$ cat src/rtl/smr_pkg.sv
`timescale 1ns/1ps
package smr_pkg;

    typedef enum logic [1:0] {
        ST_IDLE,   // clock parked at idle level
        ST_ACT,    // clock at active level, bit sampled on leaving
        ST_REST,   // idle half between bits of one word
        ST_TAIL    // idle half after the last bit of a word
    } smr_state_e;

    // control byte, bit 0 is port_en
    typedef struct packed {
        logic irq_en;
        logic wide;
        logic pol;
        logic nine;
        logic cont;
        logic one;
        logic port;
    } smr_ctrl_t;

    localparam logic [1:0] WA_CTRL  = 2'd0;
    localparam logic [1:0] WA_DIVLO = 2'd1;
    localparam logic [1:0] WA_DIVHI = 2'd2;

    localparam logic [1:0] RA_CTRL  = 2'd0;
    localparam logic [1:0] RA_STAT  = 2'd1;
    localparam logic [1:0] RA_DATA  = 2'd2;
    localparam logic [1:0] RA_DIVLO = 2'd3;

endpackage

$ cat src/rtl/smr_baud.sv
`timescale 1ns/1ps
module smr_baud #(
    parameter int HALF_W = 8
) (
    input  logic              clk,
    input  logic              rst_n,
    input  logic              restart,
    input  logic              wide,
    input  logic [HALF_W-1:0] div_lo,
    input  logic [HALF_W-1:0] div_hi,
    output logic              tick
);
    localparam int CNT_W = 2 * HALF_W;

    logic [CNT_W-1:0] limit;
    logic [CNT_W-1:0] cnt;

    assign limit = wide ? {div_hi, div_lo} : {{HALF_W{1'b0}}, div_lo};
    assign tick  = !restart && (cnt == limit);

    always_ff @(posedge clk or negedge rst_n) begin
        if (!rst_n)
            cnt <= '0;
        else if (restart || tick)
            cnt <= '0;
        else
            cnt <= cnt + 1'b1;
    end
endmodule

$ cat src/rtl/smr_fsm.sv
`timescale 1ns/1ps
module smr_fsm
    import smr_pkg::*;
#(
    parameter int DATA_W = 8
) (
    input  logic            clk,
    input  logic            rst_n,
    input  logic            go,
    input  logic            keep,
    input  logic            halt,
    input  logic            nine,
    input  logic            tick,
    input  logic            din,
    output logic            clk_act,
    output logic            busy,
    output logic            restart,
    output logic            word_done,
    output logic [DATA_W:0] word_val
);
    localparam int WMAX = DATA_W + 1;
    localparam int BW   = $clog2(WMAX + 1);

    smr_state_e      state, nxt;
    logic [BW-1:0]   bit_idx;
    logic [BW-1:0]   last_idx;
    logic [WMAX-1:0] shreg;
    logic [WMAX-1:0] full;
    logic            at_last;
    logic            sample;

    assign last_idx  = nine ? BW'(WMAX - 1) : BW'(DATA_W - 1);
    assign at_last   = (bit_idx == last_idx);
    assign sample    = (state == ST_ACT) && tick && !halt;
    assign full      = {din, shreg[WMAX-1:1]};
    assign word_done = sample && at_last;
    assign word_val  = nine ? full : {1'b0, full[WMAX-1:1]};
    assign restart   = (state == ST_IDLE);
    assign busy      = (state != ST_IDLE);

    // next state
    always_comb begin
        nxt = state;
        unique case (state)
            ST_IDLE: if (go) nxt = ST_ACT;
            ST_ACT: begin
                if (halt)      nxt = ST_IDLE;
                else if (tick) nxt = at_last ? ST_TAIL : ST_REST;
            end
            ST_REST: begin
                if (halt)      nxt = ST_IDLE;
                else if (tick) nxt = ST_ACT;
            end
            ST_TAIL: begin
                if (halt)      nxt = ST_IDLE;
                else if (tick) nxt = keep ? ST_ACT : ST_IDLE;
            end
            default: nxt = ST_IDLE;
        endcase
    end

    // state register
    always_ff @(posedge clk or negedge rst_n) begin
        if (!rst_n) state <= ST_IDLE;
        else        state <= nxt;
    end

    // outputs: clock level, bit counter, shifter
    always_ff @(posedge clk or negedge rst_n) begin
        if (!rst_n) begin
            clk_act <= 1'b0;
            bit_idx <= '0;
            shreg   <= '0;
        end else begin
            clk_act <= (nxt == ST_ACT);
            if (sample) begin
                shreg   <= full;
                bit_idx <= at_last ? '0 : bit_idx + 1'b1;
            end else if (state == ST_IDLE) begin
                bit_idx <= '0;
            end
        end
    end
endmodule

$ cat src/rtl/smr_regs.sv
`timescale 1ns/1ps
module smr_regs
    import smr_pkg::*;
#(
    parameter int REG_W  = 8,
    parameter int DATA_W = 8
) (
    input  logic             clk,
    input  logic             rst_n,
    input  logic             wr_en,
    input  logic [1:0]       wr_addr,
    input  logic [REG_W-1:0] wr_data,
    input  logic             rd_en,
    input  logic [1:0]       rd_addr,
    output logic [REG_W-1:0] rd_data,
    input  logic             word_done,
    input  logic [DATA_W:0]  word_val,
    output smr_ctrl_t        ctrl,
    output logic [REG_W-1:0] div_lo,
    output logic [REG_W-1:0] div_hi,
    output logic             done,
    output logic             ovr
);
    localparam int CTRL_W = $bits(smr_ctrl_t);

    logic [DATA_W-1:0] data_q;
    logic              bit8_q;
    logic              take;
    logic              pending;
    logic              wr_ctrl;
    logic              unused_hi;

    assign take      = rd_en && (rd_addr == RA_DATA);
    assign pending   = done && !take;
    assign wr_ctrl   = wr_en && (wr_addr == WA_CTRL);
    assign unused_hi = ^wr_data[REG_W-1:CTRL_W];

    // control and divisor bytes
    always_ff @(posedge clk or negedge rst_n) begin
        if (!rst_n) begin
            ctrl   <= '0;
            div_lo <= '0;
            div_hi <= '0;
        end else begin
            if (wr_ctrl)
                ctrl <= smr_ctrl_t'(wr_data[CTRL_W-1:0]);
            else if (word_done)
                ctrl.one <= 1'b0;
            if (wr_en && wr_addr == WA_DIVLO) div_lo <= wr_data;
            if (wr_en && wr_addr == WA_DIVHI) div_hi <= wr_data;
        end
    end

    // received word, done and overrun
    always_ff @(posedge clk or negedge rst_n) begin
        if (!rst_n) begin
            data_q <= '0;
            bit8_q <= 1'b0;
            done   <= 1'b0;
            ovr    <= 1'b0;
        end else begin
            if (word_done) begin
                if (pending) begin
                    ovr <= 1'b1;
                end else begin
                    data_q <= word_val[DATA_W-1:0];
                    bit8_q <= word_val[DATA_W];
                    done   <= 1'b1;
                end
            end else if (take) begin
                done <= 1'b0;
            end
            if (wr_ctrl && !wr_data[2])
                ovr <= 1'b0;
        end
    end

    always_comb begin
        unique case (rd_addr)
            RA_CTRL:  rd_data = REG_W'(ctrl);
            RA_STAT:  rd_data = REG_W'({bit8_q, ovr, done});
            RA_DATA:  rd_data = REG_W'(data_q);
            RA_DIVLO: rd_data = div_lo;
            default:  rd_data = '0;
        endcase
    end
endmodule

$ cat src/rtl/sync_master_rx.sv
`timescale 1ns/1ps
module sync_master_rx
    import smr_pkg::*;
#(
    parameter int REG_W  = 8,
    parameter int DATA_W = 8
) (
    input  logic             clk,
    input  logic             rst_n,
    input  logic             wr_en,
    input  logic [1:0]       wr_addr,
    input  logic [REG_W-1:0] wr_data,
    input  logic             rd_en,
    input  logic [1:0]       rd_addr,
    output logic [REG_W-1:0] rd_data,
    output logic             ser_clk,
    input  logic             ser_din,
    output logic             irq
);
    smr_ctrl_t         ctrl;
    logic [REG_W-1:0]  div_lo, div_hi;
    logic              st_done, st_ovr;
    logic              ctrl_port, ctrl_one, ctrl_cont, ctrl_pol;
    logic              go, keep, halt;
    logic              tick, restart, clk_act, fsm_busy, word_done;
    logic [DATA_W:0]   word_val;

    assign ctrl_port = ctrl.port;
    assign ctrl_one  = ctrl.one;
    assign ctrl_cont = ctrl.cont;
    assign ctrl_pol  = ctrl.pol;

    assign go   = ctrl_port && (ctrl_one || ctrl_cont) && !st_ovr;
    assign keep = ctrl_port && ctrl_cont && !st_ovr;
    assign halt = !ctrl_port;

    assign ser_clk = clk_act ^ ctrl_pol;
    assign irq     = st_done && ctrl.irq_en;

    smr_regs #(.REG_W(REG_W), .DATA_W(DATA_W)) u_regs (
        .clk(clk), .rst_n(rst_n),
        .wr_en(wr_en), .wr_addr(wr_addr), .wr_data(wr_data),
        .rd_en(rd_en), .rd_addr(rd_addr), .rd_data(rd_data),
        .word_done(word_done), .word_val(word_val),
        .ctrl(ctrl), .div_lo(div_lo), .div_hi(div_hi),
        .done(st_done), .ovr(st_ovr)
    );

    smr_baud #(.HALF_W(REG_W)) u_baud (
        .clk(clk), .rst_n(rst_n), .restart(restart),
        .wide(ctrl.wide), .div_lo(div_lo), .div_hi(div_hi), .tick(tick)
    );

    smr_fsm #(.DATA_W(DATA_W)) u_fsm (
        .clk(clk), .rst_n(rst_n),
        .go(go), .keep(keep), .halt(halt), .nine(ctrl.nine),
        .tick(tick), .din(ser_din),
        .clk_act(clk_act), .busy(fsm_busy), .restart(restart),
        .word_done(word_done), .word_val(word_val)
    );
endmodule

$ cat config.mk
export PLATFORM = sky130hd
export DESIGN_NAME = sync_master_rx
export DESIGN_NICKNAME = d
export VERILOG_FILES = /design/src/rtl/smr_pkg.sv /design/src/rtl/smr_baud.sv /design/src/rtl/smr_fsm.sv /design/src/rtl/smr_regs.sv /design/src/rtl/sync_master_rx.sv
export SDC_FILE = /design/constraint.sdc
export NUM_CORES = 1
export LEC_CHECK = 0
export BUFFER_PORTS_ARGS = -buffer_cell sky130_fd_sc_hd__buf_2
export CAP_MARGIN = 40
export CELL_PAD_IN_SITES_DETAIL_PLACEMENT = 0
export CELL_PAD_IN_SITES_GLOBAL_PLACEMENT = 1
export CORE_AREA = 2 2 92 94
export CTS_BUF_LIST = sky130_fd_sc_hd__clkbuf_4
export DETAILED_ROUTE_END_ITERATION = 12
export DIE_AREA = 0 0 94 96
export PLACE_DENSITY_LB_ADDON = 0.1
export SLEW_MARGIN = 20
export SYNTH_ARGS = -nofsm -noshare
export SYNTH_HDL_FRONTEND = slang
export SYNTH_HIERARCHICAL = 1
export SYNTH_SLANG_ARGS = --single-unit
$ cat constraint.sdc
create_clock -name clk -period 2.9 [get_ports clk]
set_clock_uncertainty 0.1 [all_clocks]
set_input_delay 0.29 -clock clk [delete_from_list [all_inputs] [get_ports clk]]
set_output_delay 0.29 -clock clk [all_outputs]
set_load 0.005 [all_outputs]
==> reports/results.ini, run 1 <==
[synthesis]
seq_area_frac_synth=0.448
syn_area_mm2=0.00363
synth_nets=315
ys.flop_type=dfrtp_1
ys_types=60
synth_edf_count=0
syn_area_per_cell_um2=12.3
ys_ff_latch=65
synthArstFlopShare=1.00
yosysWarningCount=6
synthCells=296

[global_routing]
grt_max_degree=42
track_usage=0.186
grt_pass1_wl_um=12600
antenna_found_initial=0
overflow=0
grt_pass1_vias=2339

[clock_tree]
clock_sinks=65
cts_max_path_buffers=2
cts_tree=done
hold_buffers=3
clk_pin_slew_worst_paths_ns=0.12
postCtsSetupBuffers=0
root_buffer=clkbuf_4
clk_latency_ns=0.42
cts_resized=0
cts_buffers=9
h-tree-depth=3

[power]
power_density_mw_per_mm2=578
ir_drop_v=0.000302
leakagePower_nw=1.76
p_total_w=0.00237

[floorplan]
start_util=0.451
die_h_um=96
die_area_mm2=0.00902
core-area_mm2=0.00805
ios=27
rows=33
die_x_um=94

[placed_design]
hpwl_um=5570
post-place-ws_ns=0.255
port_buffers=26
placed_area_mm2=0.00391
gp_congestion=0.805

[finish]
diodes=0
syn_to_final_growth_pct=13.2
drive_gt1_frac=0.390
final_nets=355
utilization=0.510
fin_area_mm2=0.00411

[route]
met1Wirelength_um=4050
wl_met2_um=3410
wl_met3_um=203
drt_first_pass_iters=4
drtAntennaViolNets=0
vias=2451
viasPerCell=5.50
wirelength_um=7770
initialDrtViolationCount=106
drcViolationCount=0
highest_layer=met4
wl_per_cell_um=17.4

[timing]
drv_slew=0
grt_setup_unrepaired=no
finalHoldViolations=0
relSlewSlack=0.646
worst_slew_pin_slew_ns=0.530
fin_crit_ns=2.64
fin_ws_ns=0.259
fmax_ghz=0.379
finalSetupViolations=0
fin_crit_sh=0.911
hold_slack_ns=0.0343

[setup_path]
arrival_ns=2.84
cp.required_ns=3.10
crit_path_start_kind=flip-flop
path_class=reg2reg
cp-end-kind=flip-flop
crit_fanout=9

[min_path]
hold_class=in2reg

[run_status]
status=completed

[run]
cap_violations=0

cell usage after synthesis (2+ instances only):
library cell | instances | share of area
a21o_1 | 2 | 0.0041
buf_6 | 3 | 0.0093
mux4_2 | 3 | 0.019
nand4b_1 | 2 | 0.0048
o22a_1 | 2 | 0.0048
mux2i_1 | 5 | 0.014
nand4_1 | 4 | 0.0069
o21a_1 | 2 | 0.0041
nand2_1 | 13 | 0.013
o21ai_0 | 13 | 0.018
clkbuf_1 | 2 | 0.0021
xor2_1 | 7 | 0.017
inv_1 | 5 | 0.0052
nor4_1 | 4 | 0.0069
nor3_1 | 6 | 0.0083
nand3b_1 | 2 | 0.0041
a31oi_1 | 2 | 0.0034
mux2_2 | 42 | 0.13
o22ai_1 | 3 | 0.0052
nor2_1 | 8 | 0.0083
ha_1 | 2 | 0.0069
buf_2 | 7 | 0.0097
and4bb_1 | 2 | 0.0069
mux2_4 | 4 | 0.017
xnor2_1 | 21 | 0.051
a311oi_1 | 6 | 0.014
dfrtp_1 | 65 | 0.45
a311oi_2 | 10 | 0.041
nand3_1 | 16 | 0.022
nor2b_1 | 2 | 0.0034
and2_1 | 2 | 0.0034
area by class of cell:
type / count / area [um^2]
well taps: 105 / 131
multi-input cells: 209 / 1880
repair buffers: 45 / 280
clock inverters: 6 / 92.6
clock buffers: 10 / 75.1
inverters: 6 / 22.5
flip-flops and latches: 65 / 1630
fillers: 725 / 3950
critical path: stages, from the launching register on:
cell and delay [ns]:
dfrtp_1 0.45, buf_4 0.19, nand4b_1 0.09, o22ai_1 0.16, o22a_1 0.20, and4b_1 0.22, and4bb_1 0.21, nor2b_4 0.17
a21boi_4 0.35, mux2_2 0.37
layout by cell type, fill, tap and decap left out, types with 10 or more instances in the layout:
cell type  count
nand2_1       13
buf_2         26
clkbuf_4      10
o21ai_0       13
xnor2_1       21
buf_4         16
mux2_2        42
dfrtp_1       65
nand3_1       16
a311oi_2      10
power by group:
part           total [W]  internal (W)  leakage, nW  switching [W]
registers        0.00110      0.000995        0.854       0.000105
logic           0.000557      0.000255        0.819       0.000303
clock network   0.000716      0.000362       0.0828       0.000354
total            0.00237       0.00161         1.76       0.000761
worst paths after layout:
path | startpoint | slack [ns] | to | cells after the start
setup / recovery | u_regs/ctrl[5]$_DFFE_PN0P_ | 0.26 | u_regs/bit8_q$_DFFE_PN0P_ | 9
hold / removal | wr_data[5] | 0.03 | u_regs/div_hi[5]$_DFFE_PN0P_ | 2
setup reg to reg | u_regs/ctrl[5]$_DFFE_PN0P_ | 0.26 | u_regs/bit8_q$_DFFE_PN0P_ | 9
hold reg to reg | u_regs/data_q[6]$_DFFE_PN0P_ | 0.43 | u_regs/data_q[6]$_DFFE_PN0P_ | 1
max in group asynchronous | rst_n | 1.83 | u_regs/div_lo[4]$_DFFE_PN0P_ | 3
min in group asynchronous | rst_n | 0.13 | u_fsm/bit_idx[0]$_DFFE_PN0P_ | 2
flip-flops by register name, indices dropped and copies added, names as in the netlist, 2 cells and up:
signal / cells
u_regs/div_lo: 8
u_fsm/state: 2
u_regs/div_hi: 8
u_baud/cnt: 16
u_fsm/bit_idx: 4
u_regs/data_q: 8
u_fsm/shreg: 8
u_regs/ctrl: 7
stage by stage:
| step | setup TNS, ns | std cells |
|---|---|---|
| 2_1_floorplan | -0.338 | 296 |
| 3_3_place_gp | 0 | 427 |
| 6_report | 0 | 446 |
| 3_5_place_dp | 0 | 427 |
| 5_1_grt | 0 | 446 |
| 4_1_cts | 0 | 446 |
metal layers:
layer	vias to the layer above	global-route usage
met5	-	0
met4	0	0.0652
met3	11	0.0360
met2	32	0.264
met1	1217	0.282
li1	1191	-
logic make-up (layout without fill, tap and decap cells):
group,after synthesis,in the layout,synth area share
flops,65,65,0.448
fa+ha+maj,2,2,0.00690
xor+xnor,28,28,0.0676
compound gates,49,49,0.128
mux,54,54,0.179
simple gates,76,76,0.134
buf+inv,22,67,0.0359
Note: power is estimated with default switching activity, not from simulation.
==> run 2: changes to the inputs <==
CELL_PAD_IN_SITES_DETAIL_PLACEMENT = 1   (was 0)
CELL_PAD_IN_SITES_GLOBAL_PLACEMENT = 2   (was 1)
CORE_AREA = 2 2 100 102   (was 2 2 92 94)
DIE_AREA = 0 0 102 104   (was 0 0 94 96)
==> run 2 against run 1 <==
Net effect:
- maximum frequency fell by 1.0%
- cell area fell by 0.88%
- sequential share of layout area rose by 0.38 points
- via count rose by 1.8%
- critical path depth fell by 1
- non-clock buffer count fell by 2
- power fell by 7.5%
- largest cell class unchanged
- highest routed layer unchanged
==> reports/results.ini, run 2 (same netlist as run 1, synthesis figures left out) <==
[clock_tree]
root_buffer=clkbuf_4
h-tree-depth=3
cts_buffers=9
cts_max_path_buffers=2
clk_pin_slew_worst_paths_ns=0.10
cts_tree=done
clock_sinks=65
clk_latency_ns=0.41

[global_routing]
grt_max_degree=27
overflow=0
grt_pass1_wl_um=14500
antenna_found_initial=0
track_usage=0.180
grt_pass1_vias=2653

[timing]
worst_slew_pin_slew_ns=0.528
grt_setup_unrepaired=no
fin_crit_ns=2.67
fin_ws_ns=0.232
finalSetupViolations=0
finalHoldViolations=0
fmax_ghz=0.375
fin_crit_sh=0.920
relSlewSlack=0.648
drv_slew=0

[route]
drcViolationCount=0
wl_per_cell_um=18.4
drt_first_pass_iters=4
viasPerCell=5.29
drtAntennaViolNets=0
wirelength_um=8690
initialDrtViolationCount=53
vias=2495

[finish]
final_nets=353
layout_commonest_cell=dfrtp_1
top_register=u_baud/cnt
drive_gt1_frac=0.395
layout_common_cells=dfrtp_1 (64), mux2_2 (42), buf_2 (26)
diodes=0
num-fill-cells=1078
largest_reg_flops=16
syn_to_final_growth_pct=12.2

[placed_design]
hpwl_um=6370
gp_congestion=0.736
post-place-ws_ns=0.122
port_buffers=26

[setup_path]
crit_fanout=9
startpoint=u_baud/cnt[9]$_DFF_PN0_
cp-end-kind=flip-flop
crit_family=compound AO/OA/AOI/OAI gates
arrival_ns=2.87
path_class=reg2reg
slowest_stage=dfrtp_1
slowest_delay_ns=0.47
path_buf_inv=0
crit_path_start_kind=flip-flop
cp.required_ns=3.10
worstPathCellList=xor2_1 > a2bb2oi_2 > a211oi_4 > and4b_1 > and4bb_1 > nor2b_4 > a21boi_4 > mux2_2
rr_startpoint=u_baud/cnt[9]$_DFF_PN0_

[floorplan]
die_x_um=102
die_area_mm2=0.0106
die_h_um=104
ios=27
core-area_mm2=0.00955
start_util=0.380
rows=36

[min_path]
hp-start=wr_data[7]
hold_class=in2reg

[power]
p_total_w=0.00219
power_density_mw_per_mm2=539
leakagePower_nw=1.73
ir_drop_v=0.000225

[run]
cap_violations=0

[run_status]
status=completed

==> run 2: cell count changes in the layout (fill, tap and decap cells not counted), moves of 2 or more <==
| cell | previous run | this run |
|---|---|---|
| clkbuf_4 | 10 | 13 |
| bufinv_16 | 2 | 0 |
| clkinv_2 | 0 | 2 |
| clkinv_4 | 2 | 0 |
| dlygate4sd3_1 | 3 | 1 |
==> run 2: cell type report <==
type | instances | area, um^2 | area share
clock inverter | 3 | 17.5 | 0.00430
multi-input combinational | 209 | 1880 | 0.461
tap | 133 | 166 | 0.0409
clock buffer | 13 | 97.6 | 0.0240
inverter | 6 | 22.5 | 0.00553
sequential | 65 | 1630 | 0.400
timing repair buffer | 43 | 260 | 0.0639
==> run 2: layer usage <==
| metal | up-vias | wire, um | GRT usage |
|---|---|---|---|
| li1 | 1180 | - | - |
| met1 | 1272 | 4440 | 0.269 |
| met2 | 33 | 3920 | 0.261 |
| met3 | 10 | 202 | 0.0289 |
| met4 | 0 | 129 | 0.0686 |
| met5 | - | 0 | 0 |
==> run 2: repair_timing <==
action / 4_1_cts / 5_1_grt
gates resized for setup: 0 / 1
endpoints found under the setup margin: 0 / 9
setup buffers: 0 / 0
endpoints found under the hold margin: 19 / 0
hold buffers: 1 / 0
==> run 2: per-stage QoR <==
step / std cells / utilization / setup TNS [ns] / hold WS [ns] / cell area, um^2
3_3_place_gp: 455 / 0.413 / 0 / 0.189 / 3940
2_1_floorplan: 296 / - / -0.338 / -0.106 / 3630
3_5_place_dp: 455 / 0.413 / 0 / 0.189 / 3940
4_1_cts: 472 / 0.426 / 0 / 0.000635 / 4070
6_report: 472 / 0.426 / 0 / 0.0296 / 4070
5_1_grt: 472 / 0.426 / 0 / 0.00915 / 4070
==> run 2: path summary, 6_finish.rpt <==
path                                                     end  slack (ns)  depth (start not counted)
max in group asynchronous         u_regs/ctrl[5]$_DFFE_PN0P_        1.66                          3
worst max-delay path            u_regs/data_q[4]$_DFFE_PN0P_        0.23                          8
min in group asynchronous         u_regs/ctrl[1]$_DFFE_PN0P_        0.28                          2
worst min-delay path            u_regs/div_hi[7]$_DFFE_PN0P_        0.03                          2
worst min register to register  u_regs/data_q[2]$_DFFE_PN0P_        0.42                          1
worst max register to register  u_regs/data_q[4]$_DFFE_PN0P_        0.23                          8
==> run 2: worst reg2reg max path, delay by kind of cell, from the launching register on <==
kind | cells | cell delay (ns)
compound gates | 3 | 0.78
simple gates | 3 | 0.64
flops | 1 | 0.47
mux | 1 | 0.38
xor+xnor | 1 | 0.20
==> run 2: report_power, final <==
part	internal, W	total, W	switching [W]
logic	0.000245	0.000544	0.000300
clock network	0.000213	0.000539	0.000326
registers	0.000996	0.00111	0.000115
